## config.mk

```make
export PLATFORM = sky130hd
export DESIGN_NAME = ea_sequencer
export DESIGN_NICKNAME = d
export VERILOG_FILES = /design/src/rtl/ea_seq_pkg.sv /design/src/rtl/ea_seq_decode.sv /design/src/rtl/ea_seq_calc.sv /design/src/rtl/ea_sequencer.sv
export SDC_FILE = /design/constraint.sdc
export NUM_CORES = 1
export LEC_CHECK = 0
export BUFFER_PORTS_ARGS = -buffer_cell sky130_fd_sc_hd__buf_2
export CELL_PAD_IN_SITES_DETAIL_PLACEMENT = 0
export CELL_PAD_IN_SITES_GLOBAL_PLACEMENT = 1
export CORE_MARGIN = 2
export CORE_UTILIZATION = 46
export CTS_BUF_LIST = sky130_fd_sc_hd__clkbuf_2 sky130_fd_sc_hd__clkbuf_4 sky130_fd_sc_hd__clkbuf_8
export DETAILED_ROUTE_END_ITERATION = 8
export PLACE_DENSITY = 0.9
export SLEW_MARGIN = 20
export SYNTH_ARGS = -nofsm -noshare
export SYNTH_HDL_FRONTEND = slang
export SYNTH_SLANG_ARGS = --single-unit
```

## constraint.sdc

```tcl
create_clock -name clk -period 5.8 [get_ports clk]
set_clock_uncertainty 0.1 [all_clocks]
set_input_delay 0 -clock clk [delete_from_list [all_inputs] [get_ports clk]]
set_output_delay 0 -clock clk [all_outputs]
set_load 0.02 [all_outputs]
```

## src/rtl/ea_seq_pkg.sv

```systemverilog
package ea_seq_pkg;

    localparam int MODE_W = 4;

    typedef enum logic [MODE_W-1:0] {
        MD_DP_X      = 4'd0,
        MD_DP_Y      = 4'd1,
        MD_SR        = 4'd2,
        MD_SR_IND_Y  = 4'd3,
        MD_ABS_Y     = 4'd4,
        MD_ABSL_X    = 4'd5,
        MD_DP_IND_Y  = 4'd6,
        MD_DP_INDL_Y = 4'd7,
        MD_DP_X_IND  = 4'd8
    } ea_mode_t;

    typedef enum logic [1:0] {
        ST_IDLE,
        ST_REQ,
        ST_WAIT,
        ST_FIN
    } seq_state_t;

endpackage

```

## src/rtl/ea_seq_decode.sv

```systemverilog
module ea_seq_decode
    import ea_seq_pkg::*;
#(
    parameter int CNT_W = 2
) (
    input  logic [MODE_W-1:0] mode,
    output logic              legal,
    output logic [CNT_W-1:0]  op_bytes,
    output logic [CNT_W-1:0]  ptr_bytes
);

    always_comb begin
        legal     = 1'b1;
        op_bytes  = CNT_W'(1);
        ptr_bytes = '0;
        case (mode)
            MD_DP_X, MD_DP_Y, MD_SR, MD_SR_IND_Y: begin
                op_bytes = CNT_W'(1);
            end
            MD_ABS_Y: begin
                op_bytes = CNT_W'(2);
            end
            MD_ABSL_X: begin
                op_bytes = CNT_W'(3);
            end
            MD_DP_IND_Y, MD_DP_X_IND: begin
                ptr_bytes = CNT_W'(2);
            end
            MD_DP_INDL_Y: begin
                ptr_bytes = CNT_W'(3);
            end
            default: begin
                legal    = 1'b0;
                op_bytes = '0;
            end
        endcase
    end

endmodule

```

## src/rtl/ea_seq_calc.sv

```systemverilog
module ea_seq_calc
    import ea_seq_pkg::*;
#(
    parameter int REG_W  = 16,
    parameter int ADDR_W = 24,
    parameter int DATA_W = 8
) (
    input  logic [MODE_W-1:0]       mode,
    input  logic [ADDR_W-1:0]       op,
    input  logic [ADDR_W-1:0]       ptr,
    input  logic [REG_W-1:0]        d,
    input  logic [REG_W-1:0]        s,
    input  logic [REG_W-1:0]        x,
    input  logic [REG_W-1:0]        y,
    input  logic [ADDR_W-REG_W-1:0] dbr,
    output logic [ADDR_W-1:0]       ea,
    output logic [REG_W-1:0]        ptr_base
);

    localparam int BANK_W = ADDR_W - REG_W;

    logic [REG_W-1:0] op_lo;
    logic [REG_W-1:0] dp_x_sum;
    logic [REG_W-1:0] dp_y_sum;
    logic [REG_W-1:0] sr_sum;

    assign op_lo    = REG_W'(op[DATA_W-1:0]);
    assign dp_x_sum = op_lo + d + x;
    assign dp_y_sum = op_lo + d + y;
    assign sr_sum   = op_lo + s;

    always_comb begin
        if (mode == MD_DP_X_IND) begin
            ptr_base = dp_x_sum;
        end else begin
            ptr_base = op_lo + d;
        end
    end

    always_comb begin
        case (mode)
            MD_DP_X:      ea = {{BANK_W{1'b0}}, dp_x_sum};
            MD_DP_Y:      ea = {{BANK_W{1'b0}}, dp_y_sum};
            MD_SR:        ea = {{BANK_W{1'b0}}, sr_sum};
            MD_SR_IND_Y:  ea = {dbr, sr_sum} + ADDR_W'(y);
            MD_ABS_Y:     ea = {dbr, op[REG_W-1:0]} + ADDR_W'(y);
            MD_ABSL_X:    ea = op + ADDR_W'(x);
            MD_DP_IND_Y:  ea = {dbr, ptr[REG_W-1:0]} + ADDR_W'(y);
            MD_DP_INDL_Y: ea = ptr + ADDR_W'(y);
            MD_DP_X_IND:  ea = {dbr, ptr[REG_W-1:0]};
            default:      ea = '0;
        endcase
    end

endmodule

```

## src/rtl/ea_sequencer.sv

```systemverilog
module ea_sequencer
    import ea_seq_pkg::*;
#(
    parameter int REG_W  = 16,
    parameter int ADDR_W = 24,
    parameter int DATA_W = 8
) (
    input  logic                    clk,
    input  logic                    rst_n,
    input  logic                    start,
    input  logic [MODE_W-1:0]       mode,
    input  logic [REG_W-1:0]        reg_d,
    input  logic [REG_W-1:0]        reg_s,
    input  logic [REG_W-1:0]        reg_x,
    input  logic [REG_W-1:0]        reg_y,
    input  logic [ADDR_W-REG_W-1:0] reg_dbr,
    input  logic [ADDR_W-1:0]       pc_in,
    output logic                    mem_req,
    output logic [ADDR_W-1:0]       mem_addr,
    input  logic                    mem_valid,
    input  logic [DATA_W-1:0]       mem_rdata,
    output logic                    done,
    output logic                    err,
    output logic [ADDR_W-1:0]       eff_addr,
    output logic [ADDR_W-1:0]       pc_out
);

    localparam int BANK_W = ADDR_W - REG_W;
    localparam int NBYTES = ADDR_W / DATA_W;
    localparam int CNT_W  = $clog2(NBYTES + 1);

    typedef struct packed {
        seq_state_t          state;
        logic [MODE_W-1:0]   mode;
        logic                in_ptr;
        logic [CNT_W-1:0]    cnt;
        logic [REG_W-1:0]    d;
        logic [REG_W-1:0]    s;
        logic [REG_W-1:0]    x;
        logic [REG_W-1:0]    y;
        logic [BANK_W-1:0]   dbr;
        logic [ADDR_W-1:0]   pc;
        logic [ADDR_W-1:0]   op;
        logic [ADDR_W-1:0]   ptr;
        logic [ADDR_W-1:0]   ea;
        logic                done;
        logic                err;
    } seq_t;

    seq_t seq_d;
    seq_t seq_q;

    logic             start_legal;
    logic [CNT_W-1:0] start_op_bytes;
    logic [CNT_W-1:0] start_ptr_bytes;
    logic             cur_legal;
    logic [CNT_W-1:0] cur_op_bytes;
    logic [CNT_W-1:0] cur_ptr_bytes;
    logic [ADDR_W-1:0] calc_ea;
    logic [REG_W-1:0]  ptr_base;
    logic [CNT_W-1:0]  last_cnt;
    logic              busy;

    ea_seq_decode #(.CNT_W(CNT_W)) i_dec_start (
        .mode      (mode),
        .legal     (start_legal),
        .op_bytes  (start_op_bytes),
        .ptr_bytes (start_ptr_bytes)
    );

    ea_seq_decode #(.CNT_W(CNT_W)) i_dec_cur (
        .mode      (seq_q.mode),
        .legal     (cur_legal),
        .op_bytes  (cur_op_bytes),
        .ptr_bytes (cur_ptr_bytes)
    );

    ea_seq_calc #(.REG_W(REG_W), .ADDR_W(ADDR_W), .DATA_W(DATA_W)) i_calc (
        .mode     (seq_q.mode),
        .op       (seq_q.op),
        .ptr      (seq_q.ptr),
        .d        (seq_q.d),
        .s        (seq_q.s),
        .x        (seq_q.x),
        .y        (seq_q.y),
        .dbr      (seq_q.dbr),
        .ea       (calc_ea),
        .ptr_base (ptr_base)
    );

    assign last_cnt = seq_q.in_ptr ? (cur_ptr_bytes - CNT_W'(1))
                                   : (cur_op_bytes - CNT_W'(1));
    assign busy     = (seq_q.state != ST_IDLE);

    always_comb begin
        seq_d      = seq_q;
        seq_d.done = 1'b0;
        mem_req    = 1'b0;
        mem_addr   = seq_q.pc;
        case (seq_q.state)
            ST_IDLE: begin
                if (start) begin
                    seq_d.mode   = mode;
                    seq_d.d      = reg_d;
                    seq_d.s      = reg_s;
                    seq_d.x      = reg_x;
                    seq_d.y      = reg_y;
                    seq_d.dbr    = reg_dbr;
                    seq_d.pc     = pc_in;
                    seq_d.op     = '0;
                    seq_d.ptr    = '0;
                    seq_d.cnt    = '0;
                    seq_d.in_ptr = 1'b0;
                    seq_d.err    = 1'b0;
                    if (start_legal) begin
                        seq_d.state = ST_REQ;
                    end else begin
                        seq_d.done = 1'b1;
                        seq_d.err  = 1'b1;
                        seq_d.ea   = '0;
                    end
                end
            end
            ST_REQ: begin
                mem_req = 1'b1;
                if (seq_q.in_ptr) begin
                    mem_addr = {{BANK_W{1'b0}}, ptr_base + REG_W'(seq_q.cnt)};
                end else begin
                    mem_addr = seq_q.pc;
                    seq_d.pc = seq_q.pc + ADDR_W'(1);
                end
                seq_d.state = ST_WAIT;
            end
            ST_WAIT: begin
                if (mem_valid) begin
                    for (int b = 0; b < NBYTES; b++) begin
                        if (seq_q.cnt == CNT_W'(b)) begin
                            if (seq_q.in_ptr) begin
                                seq_d.ptr[DATA_W*b +: DATA_W] = mem_rdata;
                            end else begin
                                seq_d.op[DATA_W*b +: DATA_W] = mem_rdata;
                            end
                        end
                    end
                    if (seq_q.cnt == last_cnt) begin
                        seq_d.cnt = '0;
                        if (!seq_q.in_ptr && (cur_ptr_bytes != '0)) begin
                            seq_d.in_ptr = 1'b1;
                            seq_d.state  = ST_REQ;
                        end else begin
                            seq_d.state = ST_FIN;
                        end
                    end else begin
                        seq_d.cnt   = seq_q.cnt + CNT_W'(1);
                        seq_d.state = ST_REQ;
                    end
                end
            end
            ST_FIN: begin
                seq_d.done  = 1'b1;
                seq_d.err   = !cur_legal;
                seq_d.ea    = calc_ea;
                seq_d.state = ST_IDLE;
            end
            default: begin
                seq_d.state = ST_IDLE;
            end
        endcase
    end

    always_ff @(posedge clk or negedge rst_n) begin
        if (!rst_n) begin
            seq_q <= '0;
        end else begin
            seq_q <= seq_d;
        end
    end

    assign done     = seq_q.done;
    assign err      = seq_q.err;
    assign eff_addr = seq_q.ea;
    assign pc_out   = seq_q.pc;

endmodule

```

**Word level (Yosys, flattened, before mapping)**

Index checks and enable logic that the tools add are counted.

- Reductions and logical operators: 28
- Muxes and demuxes: 35
- Add/subtract/negate cells: 14
- Equal/unequal tests: 34

Operator list:

| kind | count |
|---|---|
| 24-bit one-hot mux with 9 select lines | 1 |
| 179-bit 2-to-1 mux | 1 |
| 24-bit by 16-bit adder with 24-bit output | 5 |
| 48-bit one-hot mux with 2 select lines | 1 |
| 24-bit 2-to-1 mux | 3 |
| 8-bit 2-to-1 mux | 8 |
| 26-bit one-hot mux with 2 select lines | 1 |
| 48-bit 2-to-1 mux | 1 |
| 24-bit one-hot mux with 2 select lines | 1 |
| 5-bit AND reduction | 7 |
| 16-bit adder | 2 |
| 8-bit by 16-bit adder with 16-bit output | 2 |
| 4-bit by 3-bit == test with 1-bit output, second input constant | 8 |
| 26-bit 2-to-1 mux | 1 |
| 24-bit by 1-bit adder with 24-bit output, second input constant | 1 |
| 2-bit inequality test, second input constant | 11 |
| 9-bit OR reduction | 2 |
| 16-bit by 2-bit adder with 16-bit output | 1 |
| 4-bit by 2-bit == test with 1-bit output, second input constant | 4 |
| 16-bit 2-to-1 mux | 1 |
| 2-bit 2-to-1 mux | 6 |
| 3-bit AND reduction | 4 |
| 4-bit by 1-bit == test with 1-bit output, second input constant | 2 |
| 4-bit == test, second input constant | 2 |
| other kinds (20) | 35 |

- Logic and storage cells: 130
- Bits in registers: 179

**Depth between registers and ports, before layout**

- Word-level depth: 9
- Gate-level depth with buffers: 21
- Mapped depth without buffers: 21

**By module**

From an unflattened synthesis, not the netlist that was laid out.

- Cell total of the unflattened synthesis: 1575
- Area, all modules: 14247.4 um^2

By module, submodules not included:

| module | sequential area each (um^2) | instances | area each (um^2) | cells each |
|---|---|---|---|---|
| ea_sequencer | 4479.3 | 1 | 8670.8 | 772 |
| ea_seq_calc | 0.0 | 1 | 5464.0 | 787 |
| ea_seq_decode | 0.0 | 2 | 56.3 | 8 |

**Worst setup path after synthesis**

No wires, ideal clock.

- Path kind: register to register
- From: reg seq_q[50] (netlist name)
- To: reg seq_q, in the netlist eff_addr[18]
- Cell stages (with the launch flop): 20
- Library setup time: 0.136 ns
- Data arrival time: 4.632 ns
- Slack: 0.931 ns
- Cells stage by stage: dfrtp_1 ha_1 fa_1 a21o_1 a21oi_1 o21bai_1 a2111oi_0 nor3_1 xnor2_1 a21oi_1 o221a_2 ha_1 nand3_1 or4b_2 nand4_1 a41oi_1 nor2_1 xor2_1 a221oi_1 o211ai_1

- Cells in the longest elaborated chain, start to end: 4
- Elaborated cells between the ends (all ways): 6

RTL lines:

| element | RTL line | source |
|---|---|---|
| from (decl) | ea_sequencer.sv:51 | `seq_t seq_q;` |
| from (signal assigned) | ea_sequencer.sv:175 | `seq_q <= seq_d;` |
| 8-bit by 16-bit adder with 16-bit output | ea_seq_calc.sv:30 | `assign sr_sum = op_lo + s;` |
| 24-bit by 16-bit adder with 24-bit output | ea_seq_calc.sv:45 | `MD_SR_IND_Y: ea = {dbr, sr_sum} + ADDR_W'(y);` |
| 24-bit one-hot mux with 9 select lines (*) | ea_seq_calc.sv:41 | `case (mode)` |
| 26-bit one-hot mux with 2 select lines (*) | ea_sequencer.sv:100 | `case (seq_q.state)` |

Every way passes the cells marked *; elsewhere a longest branch is shown, timed or not.
A chain may end at the register's enable or synchronous reset.

**Worst setup path in the final report**

- From: reg seq_q[50] (netlist name)
- To: reg seq_q, in the netlist eff_addr[20]

Same word-level chain as after synthesis.

==> flow_summary.html <==
<table>
<tr><th>Metric</th><th>Value</th></tr>
<tr><th colspan="2">Layout</th></tr>
<tr><td>Layout Nets</td><td>2024</td></tr>
<tr><td>Share of layout cells above drive strength 1</td><td>between 20% and 30%</td></tr>
<tr><td>Commonest non-fill, non-tap cell in the layout</td><td>buf_2</td></tr>
<tr><td>Post-Route Utilization</td><td>55.01%</td></tr>
<tr><td>Area added between synthesis and finish</td><td>18.13%</td></tr>
<tr><td>Register area</td><td>between 4000 and 5000 sq um</td></tr>
<tr><td>Area of the multi-input gates</td><td>around 9000 sq um</td></tr>
<tr><td>Non-filler cells, final</td><td>about 2200</td></tr>
<tr><td>Antenna Cells</td><td>0</td></tr>
<tr><td>Fill cells</td><td>roughly 2700</td></tr>
<tr><td>Post-route design area</td><td>~17000 sq um</td></tr>
<tr><td>Most frequent cells in the layout</td><td>buf_2 (185), dfrtp_1 (178), nand2_1 (126)</td></tr>
<tr><th colspan="2">Route</th></tr>
<tr><td>Post-DRT Antenna Nets</td><td>0</td></tr>
<tr><td>DRT Pass-1 Iters</td><td>5</td></tr>
<tr><td>Residual DRC</td><td>0</td></tr>
<tr><td>DR iter-0 viols</td><td>1147</td></tr>
<tr><td>Average wire per cell in the routed design</td><td>around 21 microns</td></tr>
<tr><td>Total wirelength of the detailed-routed design</td><td>approximately 48 mm</td></tr>
<tr><td>Via count</td><td>about 13000</td></tr>
<tr><td>Post-DR vias/cell</td><td>around 6</td></tr>
<tr><th colspan="2">Outcome</th></tr>
<tr><td>Violated checks</td><td>hold timing</td></tr>
<tr><td>Result of the run</td><td>finished with violations</td></tr>
<tr><th colspan="2">Setup path</th></tr>
<tr><td>Register-to-register path setup slack</td><td>approximately 270 ps</td></tr>
<tr><td>Type of element launching the critical path</td><td>flop</td></tr>
<tr><td>Critical path arrival</td><td>between 5000 and 6000 ps</td></tr>
<tr><td>CP max FO</td><td>10</td></tr>
<tr><td>Beginning of the worst register-to-register path</td><td>seq_q[50]</td></tr>
<tr><td>Type of the setup path with the least slack</td><td>flop to flop</td></tr>
<tr><td>FF-to-FF End</td><td>eff_addr[20]</td></tr>
<tr><td>Required @ worst endpoint</td><td>slightly above 6000 ps</td></tr>
<tr><td>R2r worst-path depth</td><td>20</td></tr>
<tr><td>Nature of the critical path endpoint</td><td>flop</td></tr>
<tr><th colspan="2">Place</th></tr>
<tr><td>Placed Area</td><td>15210 sq um</td></tr>
<tr><td>GP Congestion</td><td>~0.96</td></tr>
<tr><td>Setup Slack @ Placement</td><td>around 270 ps</td></tr>
<tr><td>Port Buf Inserts</td><td>roughly 190</td></tr>
<tr><td>Number of cells in the design after placement</td><td>2082</td></tr>
<tr><td>Half-perimeter wire length of the detailed placement result</td><td>approximately 36 mm</td></tr>
<tr><th colspan="2">Timing</th></tr>
<tr><td>Final cycle utilization of the critical path</td><td>around 95%</td></tr>
<tr><td>Max-slew headroom at the worst pin</td><td>between 15 and 20%</td></tr>
<tr><td>WHS</td><td>-6.072 ps</td></tr>
<tr><td>RSZ-0062 raised after global routing</td><td>true</td></tr>
<tr><td>Slew at the pin closest to its max-slew limit</td><td>~1300 ps</td></tr>
<tr><td>Final hold viol count</td><td>2</td></tr>
<tr><td>Count of pins over their slew limit</td><td>0</td></tr>
<tr><td>Highest achievable clock rate</td><td>between 0.15 and 0.2 GHz</td></tr>
<tr><td>Number of failing setup endpoints in the final timing report</td><td>0</td></tr>
<tr><td>Final critical delay including setup and external delays</td><td>approximately 5500 ps</td></tr>
<tr><td>Final worst setup slack</td><td>~270 ps</td></tr>
<tr><th colspan="2">Synth</th></tr>
<tr><td>Post-Synthesis Cells</td><td>between 1500 and 2000</td></tr>
<tr><td>Portion of the post-synthesis area used by sequential elements</td><td>between 30% and 40%</td></tr>
<tr><td>Synthesis Warnings</td><td>0</td></tr>
<tr><td>Number of flops mapped to enable cells by yosys</td><td>0</td></tr>
<tr><td>Synth Cell Area</td><td>14170 sq um</td></tr>
<tr><td>Mean cell area of the mapped netlist</td><td>between 8 and 9 sq um</td></tr>
<tr><td>Ys flop type</td><td>dfrtp_1</td></tr>
<tr><td>Share of synthesized registers carrying an async set or reset</td><td>100.0%</td></tr>
<tr><td>Yosys cell types</td><td>90</td></tr>
<tr><td>Synthesized flop and latch total</td><td>roughly 180</td></tr>
<tr><td>Net Count, Synth</td><td>1789</td></tr>
<tr><th colspan="2">Floorplan</th></tr>
<tr><td>Starting density of the core</td><td>around 47%</td></tr>
<tr><td>Area enclosed by the die boundary</td><td>between 30000 and 40000 sq um</td></tr>
<tr><td>Die span in x</td><td>~180 microns</td></tr>
<tr><td>Core area</td><td>30430 sq um</td></tr>
<tr><td>Count of standard-cell rows</td><td>between 60 and 70</td></tr>
<tr><td>Die H</td><td>179.5 microns</td></tr>
<tr><td>Number of top-level pins</td><td>around 190</td></tr>
<tr><th colspan="2">Global route</th></tr>
<tr><td>Initial antenna violation count</td><td>0</td></tr>
<tr><td>Global-route wire length before repair</td><td>approximately 73 mm</td></tr>
<tr><td>Largest net degree at the start of global routing</td><td>87</td></tr>
<tr><td>All-Layer GR Usage</td><td>29.12%</td></tr>
<tr><td>Vias in the first global route</td><td>about 13000</td></tr>
<tr><td>Remaining global-route overflow</td><td>0</td></tr>
<tr><th colspan="2">Clock network</th></tr>
<tr><td>Clk Tree Root Cell</td><td>clkbuf_8</td></tr>
<tr><td>Max Root-Sink Buffers</td><td>2</td></tr>
<tr><td>Inserted Clock Buffers</td><td>17</td></tr>
<tr><td>Clock tree from TritonCTS</td><td>yes</td></tr>
<tr><td>Clock Sinks</td><td>about 180</td></tr>
<tr><td>Clock transition at the registers of the reported paths</td><td>roughly 110 ps</td></tr>
<tr><td>H-tree level count</td><td>4</td></tr>
<tr><td>Clock insertion delay at the later pin of the skew report</td><td>530 ps</td></tr>
<tr><th colspan="2">Flow run</th></tr>
<tr><td># Max-Cap Violations</td><td>0</td></tr>
<tr><th colspan="2">Hold path</th></tr>
<tr><td>HP Class</td><td>primary input to async pin</td></tr>
</table>
==> critical path: stages, from the launching register on <==
cell       delay, ps
dfrtp_2          450
ha_1             230
fa_1             410
a21o_1           210
a21oi_2          180
o21bai_1         120
a2111oi_1        460
nor3_1           200
xnor2_1          370
a21oi_1          130
o221a_2          310
ha_1             320
nand3_1           90
or4b_2           650
nand4_1          150
a41oi_1          130
buf_4            190
nor2_1           190
a21oi_1          100
o31ai_1          280
o211ai_1         130
==> through the flow <==
step	setup TNS [ps]	hold WS (ps)
CTS	0	11.10
global route	-30.46	32.01
finish	0	-6.072
global placement	0	23.24
floorplan	0	-395.6
detailed placement	0	34.65
==> flip-flops by register name (all words and copies together) (netlist names) <==
register	count
seq_q	129
pc_out	24
done	1
err	1
eff_addr	24
==> metal layers <==
layer / track usage, % / up-vias / wire length, microns
li1: - / 6265 / -
met1: 38.59 / 6384 / 20280
met2: 45.47 / 597 / 21170
met3: 6.564 / 100 / 4110
met4: 13.14 / 0 / 2040
met5: 0 / - / 0
==> timing repair <==
| item | 4_1_cts | 5_1_grt |
|---|---|---|
| hold buffers | 108 | 0 |
| resized for setup | 0 | 13 |
| buffers inserted | 0 | 2 |
| endpoints found under the hold margin | 191 | 0 |
| endpoints found under the setup margin | 0 | 16 |
==> Yosys cell counts, drive strengths merged, types with 49 or more instances <==
| cell type | n | area [sq um] |
|---|---|---|
| xnor2 | 49 | 429.2 |
| nor2 | 117 | 439.2 |
| nand2 | 127 | 476.7 |
| ha | 90 | 1126 |
| o21ai | 103 | 534.3 |
| dfrtp | 179 | 4479 |
| a21oi | 120 | 604.3 |
| buf | 55 | 395.4 |
| mux2 | 122 | 1374 |
| nor3 | 56 | 280.3 |
| inv | 50 | 187.7 |
| clkbuf | 51 | 211.5 |
==> layout make-up <==
cell class / count / share of cell area, %
Clock buffer: 18 / 1.480
Clock inverter: 14 / 0.7998
Inverter: 50 / 1.121
Multi-Input combinational cell: 1244 / 53.52
Sequential cell: 179 / 26.77
Tap cell: 396 / 2.960
Timing Repair Buffer: 323 / 13.36
==> worst max-delay path by stage <==
stage | start | endpoint | slack (ps) | depth (start not counted)
global route | seq_q[50] | mem_addr[14] | -30 | 18
finish | seq_q[50] | eff_addr[20] | 270 | 20
CTS | seq_q[50] | mem_addr[14] | 30 | 18
global placement | seq_q[50] | eff_addr[22] | 500 | 20
detailed placement | seq_q[50] | eff_addr[20] | 270 | 20
floorplan | seq_q[50] | eff_addr[18] | 930 | 19
==> cells by family (layout without fill, tap and decap cells) <==
kind of cell	count (synthesis)	count (layout)	share of synthesized area (%)
buffers and inverters	157	405	5.836
multiplexers	126	126	9.977
flip-flops	179	179	31.61
AND/OR/NAND/NOR	452	452	15.50
adder cells (fa/ha/maj)	97	97	8.935
XOR/XNOR	91	91	5.624
AO/OA/AOI/OAI	478	478	22.51
Power is left out: the tool's default activity adds up to more than one toggle a clock period on the data nets, which glitch-free logic cannot reach.
